==> config.mk <==
export PLATFORM = sky130hd
export DESIGN_NAME = doorbell_irq_regs
export DESIGN_NICKNAME = d
export VERILOG_FILES = /design/src/rtl/dbr_pkg.sv /design/src/rtl/dbr_ctrl.sv /design/src/rtl/dbr_doorbell.sv /design/src/rtl/dbr_datapath.sv /design/src/rtl/doorbell_irq_regs.sv
export SDC_FILE = /design/constraint.sdc
export NUM_CORES = 1
export LEC_CHECK = 0
export BUFFER_PORTS_ARGS = -buffer_cell sky130_fd_sc_hd__buf_2
export CAP_MARGIN = 20
export CORE_MARGIN = 2
export CORE_UTILIZATION = 52
export CTS_CLUSTER_DIAMETER = 80
export CTS_CLUSTER_SIZE = 30
export DETAILED_ROUTE_END_ITERATION = 7
export HOLD_SLACK_MARGIN = 0.02
export PLACE_DENSITY_LB_ADDON = 0.25
export REMOVE_ABC_BUFFERS = 1
export SYNTH_ARGS = -nofsm -noshare
export SYNTH_HDL_FRONTEND = slang
export SYNTH_SLANG_ARGS = --single-unit
==> constraint.sdc <==
create_clock -name clk -period 7.7 [get_ports clk]
set_clock_uncertainty 0.2 [all_clocks]
set_input_delay 1.155 -clock clk [delete_from_list [all_inputs] [get_ports clk]]
set_output_delay 1.155 -clock clk [all_outputs]
set_load 0.02 [all_outputs]
==> src/rtl/dbr_pkg.sv <==
package dbr_pkg;
  typedef enum logic [1:0] {
    RD_NONE   = 2'd0,
    RD_MASK   = 2'd1,
    RD_STATUS = 2'd2,
    RD_POS    = 2'd3
  } rdSel_e;

  typedef struct packed {
    logic   wrMask;
    logic   wrStatus;
    logic   rdStatus;
    logic   ringBell;
    rdSel_e rdSel;
  } regStrobes_t;

  localparam int IDX_MASK   = 0;
  localparam int IDX_STATUS = 1;
  localparam int IDX_POS    = 2;
  localparam int IDX_BELL   = 3;
endpackage

==> src/rtl/dbr_ctrl.sv <==
module dbr_ctrl
  import dbr_pkg::*;
#(
  parameter int ADDR_W = 8
) (
  input  logic              clk,
  input  logic              rstN,
  input  logic              busSel,
  input  logic              busWrite,
  input  logic [ADDR_W-1:0] busAddr,
  output regStrobes_t       strobes
);
  localparam int IDX_W = ADDR_W - 2;

  logic [IDX_W-1:0] wordIdx;
  logic             isWr;
  logic             isRd;

  assign wordIdx = busAddr[ADDR_W-1:2];
  assign isWr    = busSel && busWrite;
  assign isRd    = busSel && !busWrite;

  always_comb begin
    strobes = '0;
    strobes.rdSel = RD_NONE;
    if (isWr) begin
      strobes.wrMask   = (wordIdx == IDX_W'(IDX_MASK));
      strobes.wrStatus = (wordIdx == IDX_W'(IDX_STATUS));
      strobes.ringBell = (wordIdx == IDX_W'(IDX_BELL));
    end
    if (isRd) begin
      if (wordIdx == IDX_W'(IDX_MASK))        strobes.rdSel = RD_MASK;
      else if (wordIdx == IDX_W'(IDX_STATUS)) strobes.rdSel = RD_STATUS;
      else if (wordIdx == IDX_W'(IDX_POS))    strobes.rdSel = RD_POS;
      strobes.rdStatus = (wordIdx == IDX_W'(IDX_STATUS));
    end
  end

  AST_ONE_ACTION: assert property (@(posedge clk) disable iff (!rstN)
    $onehot0({strobes.wrMask, strobes.wrStatus, strobes.rdStatus, strobes.ringBell}));
  AST_IDLE_NO_STROBE: assert property (@(posedge clk) disable iff (!rstN)
    !busSel |-> (strobes.rdSel == RD_NONE && !strobes.ringBell));
endmodule

==> src/rtl/dbr_doorbell.sv <==
module dbr_doorbell #(
  parameter int NUM_PEERS = 4,
  parameter int CNT_W     = 9,
  parameter int ID_W      = 16,
  parameter int VEC_W     = 8
) (
  input  logic                   clk,
  input  logic                   rstN,
  input  logic                   ringBell,
  input  logic [ID_W-1:0]        bellDest,
  input  logic [VEC_W-1:0]       bellVec,
  input  logic [ID_W-1:0]        peerCount,
  input  logic [NUM_PEERS*CNT_W-1:0] peerVecCnt,
  output logic                   notifyPulse,
  output logic [ID_W-1:0]        notifyDest,
  output logic [VEC_W-1:0]       notifyVec
);
  localparam int PIDX_W = (NUM_PEERS > 1) ? $clog2(NUM_PEERS) : 1;
  localparam int CMP_W  = (CNT_W > VEC_W) ? CNT_W : VEC_W;

  logic [CNT_W-1:0] cntTable [NUM_PEERS];
  logic [CNT_W-1:0] selCnt;
  logic             destInTable;
  logic             destLive;
  logic             vecLive;

  for (genvar p = 0; p < NUM_PEERS; p++) begin : g_cnt
    assign cntTable[p] = peerVecCnt[p*CNT_W +: CNT_W];
  end

  assign destInTable = (bellDest < ID_W'(NUM_PEERS));
  assign destLive    = destInTable && (bellDest < peerCount);
  assign selCnt      = destInTable ? cntTable[bellDest[PIDX_W-1:0]] : '0;
  assign vecLive     = (CMP_W'(bellVec) < CMP_W'(selCnt));

  assign notifyPulse = ringBell && destLive && vecLive;
  assign notifyDest  = notifyPulse ? bellDest : '0;
  assign notifyVec   = notifyPulse ? bellVec  : '0;

  AST_BELL_NEEDS_WRITE: assert property (@(posedge clk) disable iff (!rstN)
    notifyPulse |-> ringBell);
  AST_BELL_DEST_RANGE: assert property (@(posedge clk) disable iff (!rstN)
    notifyPulse |-> (notifyDest < peerCount));
  AST_BELL_QUIET_FIELDS: assert property (@(posedge clk) disable iff (!rstN)
    !notifyPulse |-> (notifyDest == '0 && notifyVec == '0));
endmodule

==> src/rtl/dbr_datapath.sv <==
module dbr_datapath
  import dbr_pkg::*;
#(
  parameter int DATA_W = 32,
  parameter int ID_W   = 16,
  parameter int EVT_W  = 8
) (
  input  logic              clk,
  input  logic              rstN,
  input  regStrobes_t       strobes,
  input  logic [DATA_W-1:0] busWdata,
  input  logic              regionMapped,
  input  logic [ID_W-1:0]   localId,
  input  logic              evtValid,
  input  logic [EVT_W-1:0]  evtByte,
  output logic [DATA_W-1:0] busRdata,
  output logic              irq
);
  logic [DATA_W-1:0] maskQ;
  logic [DATA_W-1:0] statusQ;
  logic [DATA_W-1:0] posWord;

  always_ff @(posedge clk) begin
    if (!rstN) begin
      maskQ   <= '0;
      statusQ <= '0;
    end else begin
      if (strobes.wrMask) maskQ <= busWdata;
      if (evtValid)              statusQ <= DATA_W'(evtByte);
      else if (strobes.wrStatus) statusQ <= busWdata;
      else if (strobes.rdStatus) statusQ <= '0;
    end
  end

  assign irq     = |(statusQ & maskQ);
  assign posWord = regionMapped ? DATA_W'(localId) : '1;

  always_comb begin
    unique case (strobes.rdSel)
      RD_MASK:   busRdata = maskQ;
      RD_STATUS: busRdata = statusQ;
      RD_POS:    busRdata = posWord;
      default:   busRdata = '0;
    endcase
  end

  AST_EVT_LOADS: assert property (@(posedge clk) disable iff (!rstN)
    evtValid |=> (statusQ == DATA_W'($past(evtByte))));
  AST_READ_CLEARS: assert property (@(posedge clk) disable iff (!rstN)
    (strobes.rdStatus && !evtValid) |=> (statusQ == '0 && !irq));
  AST_MASK_ZERO_QUIET: assert property (@(posedge clk) disable iff (!rstN)
    (strobes.wrMask && busWdata == '0) |=> !irq);
  AST_MASK_HOLDS: assert property (@(posedge clk) disable iff (!rstN)
    !strobes.wrMask |=> $stable(maskQ));
endmodule

==> src/rtl/doorbell_irq_regs.sv <==
module doorbell_irq_regs
  import dbr_pkg::*;
#(
  parameter int NUM_PEERS = 4,
  parameter int CNT_W     = 9
) (
  input  logic                       clk,
  input  logic                       rstN,
  input  logic                       busSel,
  input  logic                       busWrite,
  input  logic [7:0]                 busAddr,
  input  logic [31:0]                busWdata,
  output logic [31:0]                busRdata,
  input  logic [15:0]                peerCount,
  input  logic [NUM_PEERS*CNT_W-1:0] peerVecCnt,
  input  logic                       regionMapped,
  input  logic [15:0]                localId,
  input  logic                       evtValid,
  input  logic [7:0]                 evtByte,
  output logic                       irq,
  output logic                       notifyPulse,
  output logic [15:0]                notifyDest,
  output logic [7:0]                 notifyVec
);
  localparam int ADDR_W = 8;
  localparam int DATA_W = 32;
  localparam int ID_W   = 16;
  localparam int VEC_W  = 8;

  regStrobes_t strobes;
  logic        unusedBits;

  assign unusedBits = ^{busWdata[15:8], busAddr[1:0]};

  dbr_ctrl #(.ADDR_W(ADDR_W)) u_ctrl (
    .clk      (clk),
    .rstN     (rstN),
    .busSel   (busSel),
    .busWrite (busWrite),
    .busAddr  (busAddr),
    .strobes  (strobes)
  );

  dbr_datapath #(.DATA_W(DATA_W), .ID_W(ID_W), .EVT_W(8)) u_dp (
    .clk          (clk),
    .rstN         (rstN),
    .strobes      (strobes),
    .busWdata     (busWdata),
    .regionMapped (regionMapped),
    .localId      (localId),
    .evtValid     (evtValid),
    .evtByte      (evtByte),
    .busRdata     (busRdata),
    .irq          (irq)
  );

  dbr_doorbell #(.NUM_PEERS(NUM_PEERS), .CNT_W(CNT_W), .ID_W(ID_W), .VEC_W(VEC_W)) u_bell (
    .clk         (clk),
    .rstN        (rstN),
    .ringBell    (strobes.ringBell),
    .bellDest    (busWdata[31:16]),
    .bellVec     (busWdata[7:0]),
    .peerCount   (peerCount),
    .peerVecCnt  (peerVecCnt),
    .notifyPulse (notifyPulse),
    .notifyDest  (notifyDest),
    .notifyVec   (notifyVec)
  );
endmodule

* After elaboration in Yosys (flattened, before gate mapping) *
Cells that the tools add are included.

cells by class
  reduce and logical (&&, ||, !) cells = 11
  muxes and demuxes = 18
  eq/ne operators = 6
  bitwise operators = 3
  magnitude comparators = 4

operators with widths
  operator                                                   number
  2-to-1 mux 32 bit                                          3
  one-hot mux 32 bit (3 select lines)                        1
  AND 32 bit                                                 1
  OR reduction 32 bit                                        1
  2-to-1 mux 9 bit                                           3
  binary-select mux 9 bit (select 2 bit)                     1
  < comparator 16 bit                                        1
  < comparator 16 x 3 -> 1 bit (second input constant)       1
  2-to-1 mux 16 bit                                          1
  2-to-1 mux 8 bit                                           2
  equality test 6 x 2 -> 1 bit (second input constant)       2
  2-to-1 mux 2 bit                                           5
  < comparator 8 x 9 -> 1 bit                                1
  equality test 6 x 1 -> 1 bit (second input constant)       1
  zero test 6 bit                                            1
  logical AND 1 bit                                          5
  equality test 2 bit (second input constant)                2
  greater-or-equal comparator 3 bit (second input constant)  1
  inverter 2 -> 3 bit                                        1
  nonzero test 3 bit                                         1
  equality test 2 x 1 -> 1 bit (second input constant)       1
  2-to-1 mux 1 bit                                           2
  nonzero test 2 bit                                         1
  OR reduction 2 bit                                         1
  2 further kinds                                            2

word-level totals
  register bits after elaboration = 64
  logic and storage cells = 45
  output and inout bits = 58

* Logic depth before layout (Yosys ltp) *
  depth after elaboration = 8
  gate-level depth with buffers = 11

* By module *
Synthesis repeated with hierarchy kept, for this count alone.

second synthesis, totals
  cells, all modules = 526
  area total of the unflattened synthesis = 4548.1 sq um

modules (own cells, without submodules)
  module        cells an instance  sequential area each (sq um)  area an instance (sq um)  instances
  dbr_datapath  389                1281.2                        3339.5                    1
  dbr_doorbell  125                0.0                           1119.8                    1
  dbr_ctrl      12                 0.0                           88.8                      1

* Least setup slack after synthesis *
Ideal clock, no wire load.

  path type = in2out
  from = input port busWdata[16]
  to = output port notifyDest[0]
  cell stages on the path = 10
  data arrival time = 3.489 ns
  path slack = 2.856 ns
  data required time = 6.345 ns
  path buffers = 2
  path through = buf_1 -> mux4_2 -> nand2_1 -> ha_1 -> a21o_1 -> a21o_1 -> a21oi_1 -> a211o_1 -> clkbuf_1 -> and3_1

on the way
  cells in the longest elaborated chain, start to end = 8
  elaborated cells between the ends (all ways) = 12

RTL lines
  element                                                               RTL line                 source
  from (decl)                                                           doorbell_irq_regs.sv:12  input logic [31:0] busWdata,
  branches (longest 7 deep; another with < comparator 16 x 3 -> 1 bit)  -
  2-to-1 mux 16 bit (*)                                                 dbr_doorbell.sv:37       assign notifyDest = notifyPulse ? bellDest : '0;
  to (decl)                                                             doorbell_irq_regs.sv:22  output logic [15:0] notifyDest,

Every way passes the cells marked *. The select of a mux whose other input is x is not followed.

* Worst setup path in the final report *
  from = input port busWdata[23]
  to = output port notifyVec[0]

on the way
  cells in the longest elaborated chain, start to end = 5
  elaborated cells between the ends (all ways) = 8

RTL lines
  element                                                                     RTL line                                source
  < comparator 16 x 3 -> 1 bit / < comparator 16 bit (equally long branches)  dbr_doorbell.sv:31, dbr_doorbell.sv:32
  2-to-1 mux 9 bit / logical AND 1 bit (equally long branches)                dbr_doorbell.sv:33, dbr_doorbell.sv:32
  < comparator 8 x 9 -> 1 bit / logical AND 1 bit (equally long branches)     dbr_doorbell.sv:34, dbr_doorbell.sv:36
  logical AND 1 bit (*)                                                       dbr_doorbell.sv:36                      assign notifyPulse = ringBell && destLive && vecLive;
  2-to-1 mux 8 bit (*)                                                        dbr_doorbell.sv:38                      assign notifyVec = notifyPulse ? bellVec : '0;
  to (decl)                                                                   doorbell_irq_regs.sv:23                 output logic [7:0] notifyVec

Mark *: on every way between the ends. The rest lies on a longest branch, timed or not.

==> summary.md <==
| Metric | Value |
|---|---|
| Status | `finished clean` |
| Final Hold Fails | `0` |
| Vias in the first global route | `4,079` |
| Die span in x | `94.0 µm` |
| Die Span Y | `94.0 µm` |
| IO Count | `180` |
| CTS sink cnt | `64` |
| Htree depth | `3` |
| WL/cell | `17.4 µm` |
| Max Clk Rate | `0.200 GHz` |
| Total Routing Usage GR | `0.289` |
| Ys Warns | `0` |
| First-pass GRT wire length | `19,900 µm` |
| Max Fanout on Critical Path | `11` |
| Reg2reg start | `u_dp.statusQ[4]` |
| Total gr overflow | `0` |
| CTS tree | `built` |
| CTS Buf Count | `9` |
| P_leak | `2.64 nW` |
| Post-synth EDFFs | `0` |
| Setup violations, final | `0` |
| Max-Cap Viols | `0` |
| Most frequent cells in the layout | `163 x buf_2, 64 x dfxtp_1, 46 x nand3_1` |
| Clock Tree Root | `clkbuf_8` |
| Nets | `773` |
| Unique cell type count in the Yosys netlist | `43` |
| Core Area | `7810 µm²` |
| Initial Util | `0.540` |
| Most used DFF post-synth | `dfxtp_1` |
| Req. time, crit path | `6.34 ns` |
| Pins Over Slew Limit | `0` |
| Worst vdd ir | `109 µV` |
| CP Capture Point | `notifyVec[0]` |
| Number of cells on the critical path | `11` |
| Die ar. | `8840 µm²` |
| Endpoint class of the critical path | `primary output` |
| Pin count of the biggest net entering global routing | `42` |
| Port Buffer Count | `163` |
| Worst-Skew Late Latency | `0.33 ns` |
| Synth Area per Inst | `8.62 µm²` |
| Setup TNS | `0 ns` |
| Reg2reg end | `u_dp.statusQ[4]` |
| Setup Buffers After CTS | `0` |
| Routed vias/inst | `5.89` |
| Worst setup path startpoint | `busWdata[23]` |
| CTS max path bufs | `2` |
| Diode count | `0` |
| Share of layout cells above drive strength 1 | `0.313` |
| #FFs+latches synth | `64` |
| Final hold slack | `0.272 ns` |
| Buf/Inv on CP | `2` |
| Async set-reset flop share out of synthesis | `0` |
| Worst Tran Pin Value | `0.990 ns` |
| Final GP Congestion | `0.908` |
| Final ANT Viol Nets | `0` |
| Reg2Reg Depth | `3` |
| R2R Setup Slk | `6.75 ns` |
| First-pass DRT Iterations | `4` |
| Detailed Route WL | `12,800 µm` |
| Total number of vias | `4,323` |
| Synth Instances | `489` |
| Post-Syn Area | `4220 µm²` |
| Cell Chain, Critical Path | `buf_2 > nor4_1 > and4_1 > nand2_1 > ha_1 > a21o_1 > a21o_1 > a21oi_1 > a211o_1 > and3_1 > buf_2` |
| Min Tclk post-route | `5.00 ns` |
| Seq/Total Area, Yosys | `0.304` |
| Site Rows | `32` |
| Initial antenna violation count | `0` |
| Hold WC Path Type | `flop to flop` |
| CTS Hold Bufs | `0` |
| RSZ-0062 raised after global routing | `no` |
| CP top delay family | `simple AND/OR/NAND/NOR gates` |
| Commonest non-fill, non-tap cell in the layout | `buf_2` |
| P&R area growth vs syn | `21.8%` |
| Slowest CP cell | `and4_1` |
| Crit start category | `primary input` |
| Period utilization | `0.650` |
| Remaining DRCs | `0` |
| Crit path DAT | `3.65 ns` |
| Post-CTS sizing | `0` |
| Relative slew slack | `0.339` |
| Max incr delay on CP | `0.43 ns` |
| P per Cell Area | `137 nW/µm²` |
| Clock transition at path regs | `0.06 ns` |
| Detailed placer's ending HPWL | `9240 µm` |
| Worst Setup Path Type | `primary input to primary output` |
| Number of DRC markers in iteration 0 | `320` |
-- per-stage QoR --
step           worst slack (ns)  total power [mW]  utilization  std cells  instance area (µm²)
5_1_grt                    2.51             0.731        0.658        734                 5140
2_1_floorplan              1.96             0.391            -        450                 3970
3_5_place_dp               2.67             0.451        0.636        720                 4960
4_1_cts                    2.67             0.705        0.658        734                 5140
6_report                   2.70             0.704        0.658        734                 5140
3_3_place_gp               2.74             0.448        0.636        720                 4960
-- kinds of logic after synthesis --
| logic type | Yosys count | synth area share |
|---|---|---|
| buffers and inverters | 89 | 0.102 |
| flip-flops | 64 | 0.304 |
| AO/OA/AOI/OAI | 115 | 0.206 |
| adder cells (fa/ha/maj) | 22 | 0.0653 |
| AND/OR/NAND/NOR | 157 | 0.198 |
| multiplexers | 41 | 0.124 |
| other | 1 | 0.000890 |
-- layout make-up --
cell class / count / area [µm²]
clock buffers: 14 / 173
fillers: 691 / 2670
inverters: 37 / 139
multi-input cells: 349 / 2560
flip-flops and latches: 64 / 1280
well taps: 102 / 128
repair buffers: 168 / 853
-- worst reg2reg max path, delay by kind of cell (launching register included) --
family             cells  cell delay [ns]
DFF                    1             0.36
and+or+nand+nor        2             0.18
AOI/OAI and AO/OA      1             0.16
-- cell usage after synthesis (2+ instances only) --
cell type,instances,area share
a221o_1,32,0.076
o21ai_0,3,0.0036
nand4_1,7,0.010
a211oi_1,2,0.0036
a221oi_1,2,0.0042
a31o_2,2,0.0042
a21oi_1,44,0.052
mux4_2,9,0.048
dfxtp_1,64,0.30
buf_6,2,0.0053
a22o_1,2,0.0042
or4_1,2,0.0036
buf_2,4,0.0047
a21o_1,2,0.0036
buf_4,17,0.030
nor4_1,4,0.0059
nor2b_1,32,0.047
and4_1,2,0.0042
inv_1,36,0.032
a22oi_1,12,0.021
nor2_1,5,0.0045
ha_1,22,0.065
nand2_1,44,0.039
buf_1,2,0.0018
and3_1,10,0.015
nand3_1,46,0.055
o211a_1,8,0.019
mux2i_1,32,0.076
clkbuf_1,26,0.023
-- registers in the layout, indices dropped and copies added (netlist names) --
| register | flops |
|---|---|
| u_dp.maskQ | 32 |
| u_dp.statusQ | 32 |
-- power by group --
part | switching [mW] | internal, mW
combinational | 0.0597 | 0.0477
clock | 0.119 | 0.140
sequential | 0.00283 | 0.334
-- worst min path at each step --
| stage | start | to | slack [ns] | depth (start not counted) |
|---|---|---|---|---|
| after CTS | u_dp.statusQ[21] | u_dp.statusQ[21] | 0.27 | 2 |
| after global placement | u_dp.statusQ[27] | u_dp.statusQ[27] | 0.25 | 2 |
| after detailed placement | u_dp.statusQ[21] | u_dp.statusQ[21] | 0.26 | 2 |
| after floorplan | u_dp.statusQ[12] | u_dp.statusQ[12] | 0.24 | 2 |
| after global routing | u_dp.statusQ[14] | u_dp.statusQ[14] | 0.29 | 2 |
| final | u_dp.statusQ[28] | u_dp.statusQ[28] | 0.27 | 2 |
-- layer usage --
metal,track usage,share of wire
met3,0.0361,0.073
met2,0.499,0.50
met1,0.370,0.41
met4,0.104,0.018
met5,0,0
No activity file was read; power rests on OpenSTA's default activity.
